File: src/rtl/adc_scan_pkg.sv
package adc_scan_pkg;
  localparam int unsigned SAMPLE_W = 16;

  typedef enum logic [1:0] {
    ENG_IDLE  = 2'd0,
    ENG_SHIFT = 2'd1,
    ENG_GAP   = 2'd2
  } eng_state_e;
endpackage

File: src/rtl/scan_frame_timer.sv
module scan_frame_timer #(
  parameter int unsigned PERIOD = 52
) (
  input  logic clk_i,
  input  logic rst_ni,
  output logic tick_o
);
  localparam int unsigned CNT_W = (PERIOD > 1) ? $clog2(PERIOD) : 1;

  logic [CNT_W-1:0] cnt_q, cnt_d;

  always_comb begin
    if (cnt_q == CNT_W'(PERIOD - 1)) cnt_d = '0;
    else                             cnt_d = cnt_q + 1'b1;
  end

  always_ff @(posedge clk_i or negedge rst_ni) begin
    if (!rst_ni) cnt_q <= '0;
    else         cnt_q <= cnt_d;
  end

  assign tick_o = (cnt_q == '0);
endmodule

File: src/rtl/scan_spi_engine.sv
module scan_spi_engine
  import adc_scan_pkg::*;
#(
  parameter int unsigned LANES     = 16,
  parameter int unsigned CH_W      = 6,
  parameter int unsigned SCLK_HALF = 1,
  parameter int unsigned GAP_CYC   = 2
) (
  input  logic                               clk_i,
  input  logic                               rst_ni,
  input  logic                               start_i,
  input  logic [CH_W-1:0]                    cmd_ch_i,
  input  logic [LANES-1:0]                   miso_i,
  output logic                               cs_no,
  output logic                               sclk_o,
  output logic                               mosi_o,
  output logic                               done_o,
  output logic                               miss_o,
  output logic [LANES-1:0][SAMPLE_W-1:0]     cap_o
);
  localparam int unsigned DIV_W = (SCLK_HALF > 1) ? $clog2(SCLK_HALF) : 1;
  localparam int unsigned GAP_W = (GAP_CYC > 1) ? $clog2(GAP_CYC) : 1;
  localparam int unsigned BIT_W = $clog2(SAMPLE_W);

  eng_state_e            state_q, state_d;
  logic [DIV_W-1:0]      div_q, div_d;
  logic [GAP_W-1:0]      gap_q, gap_d;
  logic [BIT_W-1:0]      bit_q, bit_d;
  logic                  sclk_q, sclk_d;
  logic                  cs_q, cs_d;
  logic [SAMPLE_W-1:0]   tx_q, tx_d;
  logic                  done_q, done_d;
  logic                  miss_q, miss_d;
  logic                  cap_en;
  logic [LANES-1:0][SAMPLE_W-1:0] rx_q;

  always_comb begin
    state_d = state_q;
    div_d   = div_q;
    gap_d   = gap_q;
    bit_d   = bit_q;
    sclk_d  = sclk_q;
    cs_d    = cs_q;
    tx_d    = tx_q;
    done_d  = 1'b0;
    miss_d  = 1'b0;
    cap_en  = 1'b0;
    unique case (state_q)
      ENG_IDLE: begin
        if (start_i) begin
          state_d = ENG_SHIFT;
          cs_d    = 1'b0;
          div_d   = '0;
          bit_d   = '0;
          tx_d    = {cmd_ch_i, {(SAMPLE_W-CH_W){1'b0}}};
        end
      end
      ENG_SHIFT: begin
        miss_d = start_i;
        if (div_q == DIV_W'(SCLK_HALF - 1)) begin
          div_d  = '0;
          sclk_d = ~sclk_q;
          if (!sclk_q) begin
            cap_en = 1'b1;
          end else begin
            tx_d  = {tx_q[SAMPLE_W-2:0], 1'b0};
            bit_d = bit_q + 1'b1;
            if (bit_q == BIT_W'(SAMPLE_W - 1)) begin
              state_d = ENG_GAP;
              cs_d    = 1'b1;
              gap_d   = '0;
              done_d  = 1'b1;
            end
          end
        end else begin
          div_d = div_q + 1'b1;
        end
      end
      ENG_GAP: begin
        miss_d = start_i;
        if (gap_q == GAP_W'(GAP_CYC - 1)) state_d = ENG_IDLE;
        else                               gap_d   = gap_q + 1'b1;
      end
      default: state_d = ENG_IDLE;
    endcase
  end

  always_ff @(posedge clk_i or negedge rst_ni) begin
    if (!rst_ni) begin
      state_q <= ENG_IDLE;
      div_q   <= '0;
      gap_q   <= '0;
      bit_q   <= '0;
      sclk_q  <= 1'b0;
      cs_q    <= 1'b1;
      tx_q    <= '0;
      done_q  <= 1'b0;
      miss_q  <= 1'b0;
    end else begin
      state_q <= state_d;
      div_q   <= div_d;
      gap_q   <= gap_d;
      bit_q   <= bit_d;
      sclk_q  <= sclk_d;
      cs_q    <= cs_d;
      tx_q    <= tx_d;
      done_q  <= done_d;
      miss_q  <= miss_d;
    end
  end

  for (genvar g = 0; g < LANES; g++) begin : g_lane
    always_ff @(posedge clk_i or negedge rst_ni) begin
      if (!rst_ni)     rx_q[g] <= '0;
      else if (cap_en) rx_q[g] <= {rx_q[g][SAMPLE_W-2:0], miso_i[g]};
    end
  end

  assign cs_no  = cs_q;
  assign sclk_o = sclk_q;
  assign mosi_o = tx_q[SAMPLE_W-1];
  assign done_o = done_q;
  assign miss_o = miss_q;
  assign cap_o  = rx_q;

  a_r1_sclk_low_when_deselected: assert property (@(posedge clk_i) disable iff (!rst_ni)
    cs_q |-> !sclk_q);
  a_r1_deselect_min_gap: assert property (@(posedge clk_i) disable iff (!rst_ni)
    $rose(cs_q) |=> cs_q);
  a_r3_mosi_steady_at_rise: assert property (@(posedge clk_i) disable iff (!rst_ni)
    $rose(sclk_q) |-> $stable(tx_q[SAMPLE_W-1]));
endmodule

File: src/rtl/scan_fifo.sv
module scan_fifo #(
  parameter int unsigned W     = 27,
  parameter int unsigned DEPTH = 16
) (
  input  logic         clk_i,
  input  logic         rst_ni,
  input  logic         push_i,
  input  logic [W-1:0] wdata_i,
  output logic         ovf_o,
  output logic         valid_o,
  input  logic         ready_i,
  output logic [W-1:0] rdata_o
);
  localparam int unsigned AW = $clog2(DEPTH);

  logic [W-1:0]  mem_q [DEPTH];
  logic [AW-1:0] wr_q, rd_q;
  logic [AW:0]   cnt_q, cnt_d;
  logic          pop, full, wr_en;

  assign full    = (cnt_q == (AW+1)'(DEPTH));
  assign valid_o = (cnt_q != '0);
  assign pop     = valid_o & ready_i;
  assign wr_en   = push_i & (~full | pop);
  assign ovf_o   = push_i & full & ~pop;
  assign rdata_o = mem_q[rd_q];

  always_comb begin
    cnt_d = cnt_q;
    if (wr_en && !pop)      cnt_d = cnt_q + 1'b1;
    else if (!wr_en && pop) cnt_d = cnt_q - 1'b1;
  end

  always_ff @(posedge clk_i or negedge rst_ni) begin
    if (!rst_ni) begin
      wr_q  <= '0;
      rd_q  <= '0;
      cnt_q <= '0;
    end else begin
      if (wr_en) wr_q <= wr_q + 1'b1;
      if (pop)   rd_q <= rd_q + 1'b1;
      cnt_q <= cnt_d;
    end
  end

  always_ff @(posedge clk_i) begin
    if (wr_en) mem_q[wr_q] <= wdata_i;
  end

  a_r8_stall_holds_head: assert property (@(posedge clk_i) disable iff (!rst_ni)
    (valid_o && !ready_i) |=> (valid_o && $stable(rdata_o)));
  a_r8_count_in_range: assert property (@(posedge clk_i) disable iff (!rst_ni)
    cnt_q <= (AW+1)'(DEPTH));
endmodule

File: src/rtl/mux_adc_scanner.sv
module mux_adc_scanner
  import adc_scan_pkg::*;
#(
  parameter int unsigned LANES        = 16,
  parameter int unsigned N_ADC        = 10,
  parameter int unsigned N_CH         = 64,
  parameter int unsigned SCLK_HALF    = 1,
  parameter int unsigned FRAME_PERIOD = 52,
  parameter int unsigned FIFO_DEPTH   = 16,
  localparam int unsigned ADC_W       = $clog2(LANES),
  localparam int unsigned CH_W        = $clog2(N_CH)
) (
  input  logic                clk_i,
  input  logic                rst_ni,
  output logic                spi_cs_no,
  output logic                spi_sclk_o,
  output logic                spi_mosi_o,
  input  logic [LANES-1:0]    spi_miso_i,
  output logic                smp_valid_o,
  input  logic                smp_ready_i,
  output logic [SAMPLE_W-1:0] smp_data_o,
  output logic [ADC_W-1:0]    smp_adc_o,
  output logic [CH_W-1:0]     smp_ch_o,
  output logic                smp_sos_o,
  output logic                overrun_o,
  output logic                drop_o
);
  localparam int unsigned GAP_CYC = 2;
  localparam int unsigned ENT_W   = 1 + CH_W + ADC_W + SAMPLE_W;

  logic                            tick, done, miss, ovf;
  logic [LANES-1:0][SAMPLE_W-1:0]  cap;
  logic [LANES-1:0][SAMPLE_W-1:0]  hold_q;
  logic [CH_W-1:0]                 ch_q, ch_d, last_ch_q, last_ch_d, hold_ch_q, hold_ch_d;
  logic                            primed_q, primed_d, active_q, active_d, hold_en;
  logic [ADC_W-1:0]                idx_q, idx_d;
  logic                            ovr_q, drop_q;
  logic [ENT_W-1:0]                push_word, head_word;
  logic                            push_sos;

  scan_frame_timer #(.PERIOD(FRAME_PERIOD)) u_timer (
    .clk_i (clk_i),
    .rst_ni(rst_ni),
    .tick_o(tick)
  );

  scan_spi_engine #(
    .LANES    (LANES),
    .CH_W     (CH_W),
    .SCLK_HALF(SCLK_HALF),
    .GAP_CYC  (GAP_CYC)
  ) u_engine (
    .clk_i   (clk_i),
    .rst_ni  (rst_ni),
    .start_i (tick),
    .cmd_ch_i(ch_q),
    .miso_i  (spi_miso_i),
    .cs_no   (spi_cs_no),
    .sclk_o  (spi_sclk_o),
    .mosi_o  (spi_mosi_o),
    .done_o  (done),
    .miss_o  (miss),
    .cap_o   (cap)
  );

  // channel sequencing and unload of one frame into the FIFO
  always_comb begin
    ch_d      = ch_q;
    last_ch_d = last_ch_q;
    hold_ch_d = hold_ch_q;
    primed_d  = primed_q;
    active_d  = active_q;
    idx_d     = idx_q;
    hold_en   = 1'b0;
    if (done) begin
      hold_en   = 1'b1;
      hold_ch_d = last_ch_q;
      last_ch_d = ch_q;
      ch_d      = (ch_q == CH_W'(N_CH - 1)) ? '0 : ch_q + 1'b1;
      primed_d  = 1'b1;
      if (primed_q) begin
        active_d = 1'b1;
        idx_d    = '0;
      end
    end else if (active_q) begin
      idx_d = idx_q + 1'b1;
      if (idx_q == ADC_W'(N_ADC - 1)) active_d = 1'b0;
    end
  end

  always_ff @(posedge clk_i or negedge rst_ni) begin
    if (!rst_ni) begin
      ch_q      <= '0;
      last_ch_q <= '0;
      hold_ch_q <= '0;
      primed_q  <= 1'b0;
      active_q  <= 1'b0;
      idx_q     <= '0;
      hold_q    <= '0;
      ovr_q     <= 1'b0;
      drop_q    <= 1'b0;
    end else begin
      ch_q      <= ch_d;
      last_ch_q <= last_ch_d;
      hold_ch_q <= hold_ch_d;
      primed_q  <= primed_d;
      active_q  <= active_d;
      idx_q     <= idx_d;
      if (hold_en) hold_q <= cap;
      if (miss)    ovr_q  <= 1'b1;
      if (ovf)     drop_q <= 1'b1;
    end
  end

  assign push_sos  = (idx_q == '0) && (hold_ch_q == '0);
  assign push_word = {push_sos, hold_ch_q, idx_q, hold_q[idx_q]};

  scan_fifo #(.W(ENT_W), .DEPTH(FIFO_DEPTH)) u_fifo (
    .clk_i  (clk_i),
    .rst_ni (rst_ni),
    .push_i (active_q),
    .wdata_i(push_word),
    .ovf_o  (ovf),
    .valid_o(smp_valid_o),
    .ready_i(smp_ready_i),
    .rdata_o(head_word)
  );

  assign {smp_sos_o, smp_ch_o, smp_adc_o, smp_data_o} = head_word;
  assign overrun_o = ovr_q;
  assign drop_o    = drop_q;

  a_r6_adc_index_in_range: assert property (@(posedge clk_i) disable iff (!rst_ni)
    smp_valid_o |-> (smp_adc_o < ADC_W'(N_ADC)));
  a_r7_sos_only_on_first: assert property (@(posedge clk_i) disable iff (!rst_ni)
    (smp_valid_o && smp_sos_o) |-> (smp_adc_o == '0 && smp_ch_o == '0));
  a_r9_drop_sticky: assert property (@(posedge clk_i) disable iff (!rst_ni)
    drop_o |=> drop_o);
  a_r10_overrun_sticky: assert property (@(posedge clk_i) disable iff (!rst_ni)
    overrun_o |=> overrun_o);
endmodule

File: config.mk
export PLATFORM = sky130hd
export DESIGN_NAME = mux_adc_scanner
export DESIGN_NICKNAME = d
export VERILOG_FILES = /design/src/rtl/adc_scan_pkg.sv /design/src/rtl/scan_frame_timer.sv /design/src/rtl/scan_spi_engine.sv /design/src/rtl/scan_fifo.sv /design/src/rtl/mux_adc_scanner.sv
export SDC_FILE = /design/constraint.sdc
export NUM_CORES = 1
export LEC_CHECK = 0
export ABC_AREA = 1
export BUFFER_PORTS_ARGS = -buffer_cell sky130_fd_sc_hd__buf_2
export CAP_MARGIN = 20
export CORE_AREA = 2 2 306 384
export DETAILED_ROUTE_END_ITERATION = 7
export DIE_AREA = 0 0 308 386
export GPL_TIMING_DRIVEN = 0
export SETUP_SLACK_MARGIN = 0.5
export SLEW_MARGIN = 10
export SYNTH_ARGS = -nofsm -noshare
export SYNTH_HDL_FRONTEND = slang
export SYNTH_SLANG_ARGS = --single-unit
File: constraint.sdc
create_clock -name clk_i -period 3.7 [get_ports clk_i]
set_clock_uncertainty 0.1 [all_clocks]
set_input_delay 0.555 -clock clk_i [delete_from_list [all_inputs] [get_ports clk_i]]
set_output_delay 0.555 -clock clk_i [all_outputs]
set_load 0.02 [all_outputs]
==> metrics.txt, run 1 <==
final core utilization=42.6%; Layout area overhead=16.5%; Final Hold Fails=0; Global Route Usage Sum=19.1%; Initial Util=36.6%; Post-synth top flop=dfrtp_1; worst path cell trace=buf_4, clkdlybuf4s15_2, nand3_1, nand3_1, nand3_1, nand2_1, buf_2; HP Start=spi_miso_i[7]; Die Wd=about 310 um; post-synth net total=4104; Sink Count=slightly above 1000; CTS max path bufs=3; family with the most delay on the worst path=buffers and inverters; diode count=0; total global routing overflow=0; worst hold path endpoint=u_engine.cap_o[112]$_DFFE_PN0P_; Yosys cell types=32; Worst Path Buf+Inv=3; worst setup margin=552 ps; post-route minimum period=3150 ps; crit path DAT=2490 ps; Reg power frac=41.1%; EDFF count, synth=around 430; Tot Pwr=roughly 30 mW; largest net degree at the start of global routing=111; Synth Instances=4064; Die Span Y=roughly 390 um; Pre-antenna DRT Iters=5; Fmax=318 MHz; Iteration-0 DRC Markers=2389; FF-to-FF End=u_fifo.mem_q[9][3]$_DFFE_PP_; RSZ-0062 raised after global routing=yes; crit path launch type=register; Placer Congestion=0.973; Yosys warning total=0; slowest CP cell=clkdlybuf4s15_2; CTS buffer count=102; Core ar.=approximately 0.12 mm2; Seq/Total Area, Yosys=64.6%; ratio of final minimum period to clock period=around 85%; first-pass GRT wire length=173000 um; Synth Register Bits=1006; outcome=finished, final reports clean; Worst-Skew Late Latency=720 ps; placed wire-length estimate=79600 um; row count=140; VDD IR max=0.000444 V; CTS Root Cell=clkbuf_16; Slew HR=37.9%; fin nets=4344; crit path max fanout=10; CTS tree=built; Pwr Density=around 600 mW/mm2; Critical Path End Type=output pin; Synth top area share=33.9%; hold_ws=29.6 ps; Sw Share=a little under a third; DR vias=~29000; final wirelength=112000 um; Clock power frac=36.5%; count leader, synth=nand2_1; vias in the first global route=29000; net load switching power=9.16 mW; WL per Instance=19.1 um; final count of pins violating max slew=0; I/O pins=52; Hold Path Class=in2reg; crit-path most repeated cell=nand3_1; total die area=approximately 0.12 mm2; initial antenna violation count=0; DRC Markers=0; asr flop ratio synth=57.1%; CP Class=reg2out; Synth area leaders=dfrtp_1 (34%), edfxtp_1 (31%), nand2_1 (11%), mux2_2 (6.0%), o21ai_0 (3.7%); CP peak stage delay=~510 ps; Setup Viol. Count Final=0; Tightest Pin Transition=932 ps; Mapped Area=between 0.04 and 0.05 mm2; # H-tree levels=3; worst r2r src=idx_q[1]$_DFFE_PN0P_; R2R depth=7; syn avg cell area=between 10 and 15 um2; input/output buffers=51; number of max-cap violations=0; Final ANT Viol Nets=0; post-placement setup slack=-321 ps; worst path required time=3040 ps; hold path cells=2; share of layout cells above drive strength 1=16.5%; Pleak=around 21 nW; Comb pwr share=22.4%; via/cell ratio=4.95; Post-synth top cells=nand2_1 (1233), dfrtp_1 (573), edfxtp_1 (432); Worst R2R Setup Slack=slightly above 600 ps; cell accounting for the most synthesized area=dfrtp_1; Clock transition at path regs=70 ps; internal power=20.4 mW
## cell usage in the layout (no fill, tap or decap), types with 25 or more instances in the layout
cell type	n
nand3_1	277
nand4_1	25
nand2_1	1232
nor2_1	152
o211ai_1	82
buf_2	120
clkbuf_1	85
edfxtp_1	432
mux2_2	224
clkbuf_16	103
dfrtp_1	571
nand3_2	26
inv_1	382
o21ai_0	311
buf_4	90
buf_6	32
## cells by family (layout without fill, tap and decap cells)
family	count (synthesis)	count (layout)	share of synthesized area, %
DFF	1006	1006	64.6
muxes	228	228	6.06
and+or+nand+nor	1741	1741	16.6
AOI/OAI and AO/OA	434	434	5.63
xor gates and xnor gates	15	15	0.311
buffers and inverters	619	945	6.13
adders and majority gates	21	21	0.639
## routing by layer
metal | track usage (%) | vias to the layer above | part of all wire [%]
met5 | 0 | - | 0
met4 | 8.61 | 0 | 4.5
met3 | 2.65 | 219 | 5.1
met2 | 33.4 | 788 | 50
met1 | 23.5 | 14300 | 41
li1 | - | 13800 | -
## how the worst max path moves through the flow
stage                               start                               to  cells after the start
3_3_place_gp                       rst_ni  u_engine.cap_o[100]$_DFFE_PN0P_                      1
4_1_cts        u_fifo.rd_q[1]$_DFFE_PN0N_                      smp_ch_o[3]                      9
6_report       u_fifo.rd_q[1]$_DFFE_PN0N_                    smp_data_o[0]                      7
3_5_place_dp         idx_q[0]$_DFFE_PN0P_    u_fifo.mem_q[8][10]$_DFFE_PP_                      7
5_1_grt        u_fifo.rd_q[3]$_DFFE_PN0N_                      smp_ch_o[5]                      7
2_1_floorplan                 smp_ready_i    u_fifo.mem_q[10][0]$_DFFE_PP_                      5
## worst register-to-register path, delay by kind of cell (launching register included)
| family | cells | cell delay [ps] |
|---|---|---|
| AO/OA/AOI/OAI | 1 | 290 |
| buffers and inverters | 3 | 1330 |
| flip-flops | 1 | 740 |
| AND/OR/NAND/NOR | 3 | 430 |
## through the flow
stage	area [um2]	cells	setup TNS, ps
after floorplan	42300	4064	0
after global placement	44400	5606	-6571040
after detailed placement	45100	5662	-21350
after CTS	49100	5881	0
after global routing	49300	5881	0
final	49300	5881	0
## sequential cells by signal, indices dropped and copies added (netlist names), 5 cells and up
register	count
u_fifo.mem_q	432
hold_q	256
u_engine.cap_o	256
ch_q	6
hold_ch_q	6
last_ch_q	6
u_engine.tx_q	6
u_timer.cnt_q	6
u_fifo.cnt_q	5
## final cells by class
cell class,count,area [um2]
repair buffers,136,1130
flip-flops and latches,1006,27300
fillers,11000,66300
plain buffers,232,1370
clock buffers,146,2920
well taps,1491,1870
inverters,387,1460
clock inverters,44,599
multi-input cells,2439,12600
## power by group through the flow
stage | clock, mW | sequential (mW) | combinational [mW]
final | 10.8 | 12.1 | 6.64
after global routing | 11.4 | 12.2 | 7.19
after CTS | 11.0 | 12.1 | 6.44
after detailed placement | 0 | 12.4 | 6.18
after global placement | 0 | 12.4 | 6.09
after floorplan | 0 | 12.3 | 3.76
## repair_timing
| item | CTS | global route |
|---|---|---|
| setup buffers | 16 | 0 |
| resized for setup | 64 | 57 |
| hold buffers | 13 | 0 |
| setup endpoints to repair | 290 | 27 |
| pin swaps | 16 | 5 |
| hold endpoints to repair | 82 | 0 |
(Power assumes the default switching activity.)
==> run 2, diff against run 1 <==
--- a/config.mk
+++ b/config.mk
@@ -8,12 +8,13 @@
 export ABC_AREA = 1
 export BUFFER_PORTS_ARGS = -buffer_cell sky130_fd_sc_hd__buf_2
 export CAP_MARGIN = 20
-export CORE_AREA = 2 2 306 384
+export CORE_AREA = 2 2 312 392
 export DETAILED_ROUTE_END_ITERATION = 7
-export DIE_AREA = 0 0 308 386
+export DIE_AREA = 0 0 314 394
 export GPL_TIMING_DRIVEN = 0
 export SETUP_SLACK_MARGIN = 0.5
 export SLEW_MARGIN = 10
 export SYNTH_ARGS = -nofsm -noshare
 export SYNTH_HDL_FRONTEND = slang
+export SYNTH_HIERARCHICAL = 1
 export SYNTH_SLANG_ARGS = --single-unit
==> run 2 against run 1 <==
  * Sequential cell count stayed put
  * Combinational power is 90% lower
  * Synthesized cell count is 7.7% higher
  * Global-route usage is 0.82 points lower
  * Highest routed layer unchanged
  * Utilization is 0.43 points lower
  * Largest cell class unchanged
==> metrics.txt, run 2 <==
outcome=finished, final reports clean; met1 Use GR=22.8% (-0.67 points); CTS tree=built; Mapped Area=0.0441 mm2 (+4.3%); WL per Instance=18.0 um (-6.1%); Hold Path Class=in2reg; Fmax=321 MHz (+0.95%); fillcell total=11500 (+4.6%); Pleak=23.7 nW (+10%); Final ANT Viol Nets=0 (unchanged); Tightest Pin Transition=981 ps (+48.9 ps); Final Hold Fails=0 (unchanged); Yosys cell types=35 (+9.4%); VDD IR max=0.000375 V (-15%); placed wire-length estimate=80000 um (+0.44%); Iteration-0 DRC Markers=2245 (-6.0%); final wirelength=113000 um (+0.18%); row count=143 (+2.1%); DRC Markers=0 (unchanged); RSZ-0062 raised after global routing=yes; post-placement setup slack=336 ps (+657 ps); Synth Instances=4375 (+7.7%); Initial Util=36.6% (+0.050 points); Tot Pwr=23.1 mW (-22%); first-pass GRT wire length=174000 um (+0.98%); number of max-cap violations=0 (unchanged); CTS buffer count=101 (-0.98%); CTS max path bufs=3 (unchanged); asr flop ratio synth=57.1% (unchanged); fin nets=4631 (+6.6%); worst path required time=3040 ps (about the same); # H-tree levels=3 (unchanged); Post-synth top flop=dfrtp_1; Critical Path End Type=output pin; Pre-antenna DRT Iters=5 (unchanged); largest net degree at the start of global routing=99 (-11%); GR Util met2=31.8% (-1.6 points); CTS Root Cell=clkbuf_16; ratio of final minimum period to clock period=84.3% (-0.80 points); post-synth net total=4415 (+7.6%); Reg with most FFs=u_fifo/mem_q; total die area=0.124 mm2 (+4.1%); total global routing overflow=0 (unchanged); CP Class=reg2out; crit path DAT=2460 ps (-30 ps); most common cell after layout, fill and taps aside=nand2_1; Placer Congestion=0.876 (-10%); GRT busiest layer=met2; Slew HR=34.6% (-3.3 points); share of layout cells above drive strength 1=15.2% (-1.3 points); Synth Register Bits=1006 (unchanged); worst path cell trace=buf_4, inv_4, buf_6, nand3_1, nand3_1, nand2_1, nand2_1, buf_2; Die Wd=314 um (+1.9%); CP peak stage delay=430 ps (-80 ps); EDFF count, synth=432 (unchanged); final count of pins violating max slew=0 (unchanged); Synth area leaders=dfrtp_1 (32%), edfxtp_1 (29%), nand2_1 (13%), mux2_4 (6.8%), inv_1 (4.4%); Pwr Density=455 mW/mm2 (-24%); met3 Use GR=2.37% (-0.29 points); Seq/Total Area, Yosys=62.0% (-2.7 points); input/output buffers=51 (unchanged); Post-synth top cells=nand2_1 (1485), dfrtp_1 (573), inv_1 (514); initial antenna violation count=0 (unchanged); Die Span Y=394 um (+2.1%); Global Route Usage Sum=18.3% (-0.82 points); count leader, synth=nand2_1; Synth top area share=32.5% (-1.4 points); crit path max fanout=10 (unchanged); I/O pins=52 (unchanged); final core utilization=42.2% (-0.43 points); Setup Viol. Count Final=0 (unchanged); crit path launch type=register; Worst-Skew Late Latency=690 ps (-30 ps); Clock transition at path regs=60 ps (about the same); vias in the first global route=30100 (+3.7%); Layout area overhead=15.2%; Yosys warning total=6 (+6); family with the most delay on the worst path=buffers and inverters; commonest non-fill, non-tap cells in the layout=nand2_1 (1483), dfrtp_1 (571), inv_1 (514); Core ar.=0.120 mm2 (+4.2%); via/cell ratio=4.75 (-3.9%); DR vias=29800 (+2.5%); Sink Count=1006 (unchanged); cell accounting for the most synthesized area=dfrtp_1; Largest register FFs=432 (unchanged); post-route minimum period=3120 ps (-29.5 ps); syn avg cell area=10.1 um2 (-3.1%); Worst Path Buf+Inv=4 (+1); worst setup margin=582 ps (+29.5 ps); hold_ws=43.9 ps (+14.2 ps); slowest CP cell=dfrtp_1
[run 2: changes by cell type in the layout (fill, tap and decap cells not counted), sizes merged, moves of 3 or more]
cell / before / now
nand2: 1234 / 1487
inv: 390 / 529
o211ai: 82 / 0
nor2: 152 / 199
clkbuf: 231 / 202
o21ai: 328 / 302
nand4: 25 / 6
nand3: 303 / 320
or2: 4 / 10
xor2: 12 / 6
mux2i: 4 / 0
buf: 269 / 266
bufinv: 12 / 9
[run 2: worst register-to-register path, stage by stage (launching register included)]
cell	delay, ps
dfrtp_2	620
buf_4	290
buf_6	200
buf_2	290
nand2_1	150
nand3_1	130
nand2_1	60
nand2_1	50
nand2_1	120
inv_1	90
nand2_1	440
[run 2: repair_timing]
action / 4_1_cts / 5_1_grt
setup buffers: 0 / 1
pin swaps: 0 / 1
setup endpoints to repair: 165 / 43
endpoints found under the hold margin: 82 / 0
hold buffers: 12 / 0
resized for setup: 36 / 28
[run 2: cells by family after synthesis]
kind of cell | Yosys count | synth area share (%)
AOI/OAI and AO/OA | 327 | 3.73
xor gates and xnor gates | 10 | 0.198
adders and majority gates | 21 | 0.613
buffers and inverters | 745 | 7.55
DFF | 1006 | 62.0
muxes | 224 | 7.42
and+or+nand+nor | 2042 | 18.5
[run 2: worst paths after layout]
kind	from	endpoint	slack, ps	cells after the start
max reg2reg	idx_q[0]$_DFFE_PN0P_	u_fifo/mem_q[10][4]$_DFFE_PP_	680	10
max in group asynchronous	rst_ni	hold_q[80]$_DFFE_PN0P_	1360	5
min in group asynchronous	rst_ni	u_engine/cap_o[246]$_DFFE_PN0P_	350	2
min reg2reg	u_engine/miss_o$_DFF_PN0_	overrun_o$_DFFE_PN0P_	340	1
min	spi_miso_i[6]	u_engine/cap_o[96]$_DFFE_PN0P_	40	2
max	u_fifo/rd_q[1]$_DFFE_PN0N_	smp_ch_o[4]	580	8
[run 2: stage by stage]
step / instances / TNS, ps / instance area (um2)
detailed placement: 6070 / 0 / 47200
CTS: 6270 / 0 / 50700
finish: 6273 / 0 / 50800
global route: 6271 / 0 / 50800
floorplan: 4375 / 0 / 44200
global placement: 6021 / -6333100 / 46400
[run 2: per-layer routing]
layer,vias to the layer above,routed length [um]
met4,0,4660
met1,14500,46600
met3,230,5010
li1,14400,-
met5,-,0
met2,707,56400
[run 2: area by class of cell]
| cell class | instances | area, um2 | share of cell area [%] |
|---|---|---|---|
| antenna | 2 | 5.00 | 0.00985 |
| clock inverter | 44 | 522 | 1.03 |
| multi-input combinational | 2624 | 13600 | 26.7 |
| buffer | 223 | 1480 | 2.91 |
| clock buffer | 144 | 2850 | 5.61 |
| timing repair buffer | 113 | 1070 | 2.11 |
| inverter | 522 | 1960 | 3.87 |
| tap | 1595 | 2000 | 3.93 |
| sequential | 1006 | 27300 | 53.8 |
[run 2: where the power goes]
group	switching [mW]	internal [mW]	total [mW]
clock network	4.37	6.01	10.4
registers	0.156	11.9	12.1
logic	0.411	0.281	0.691
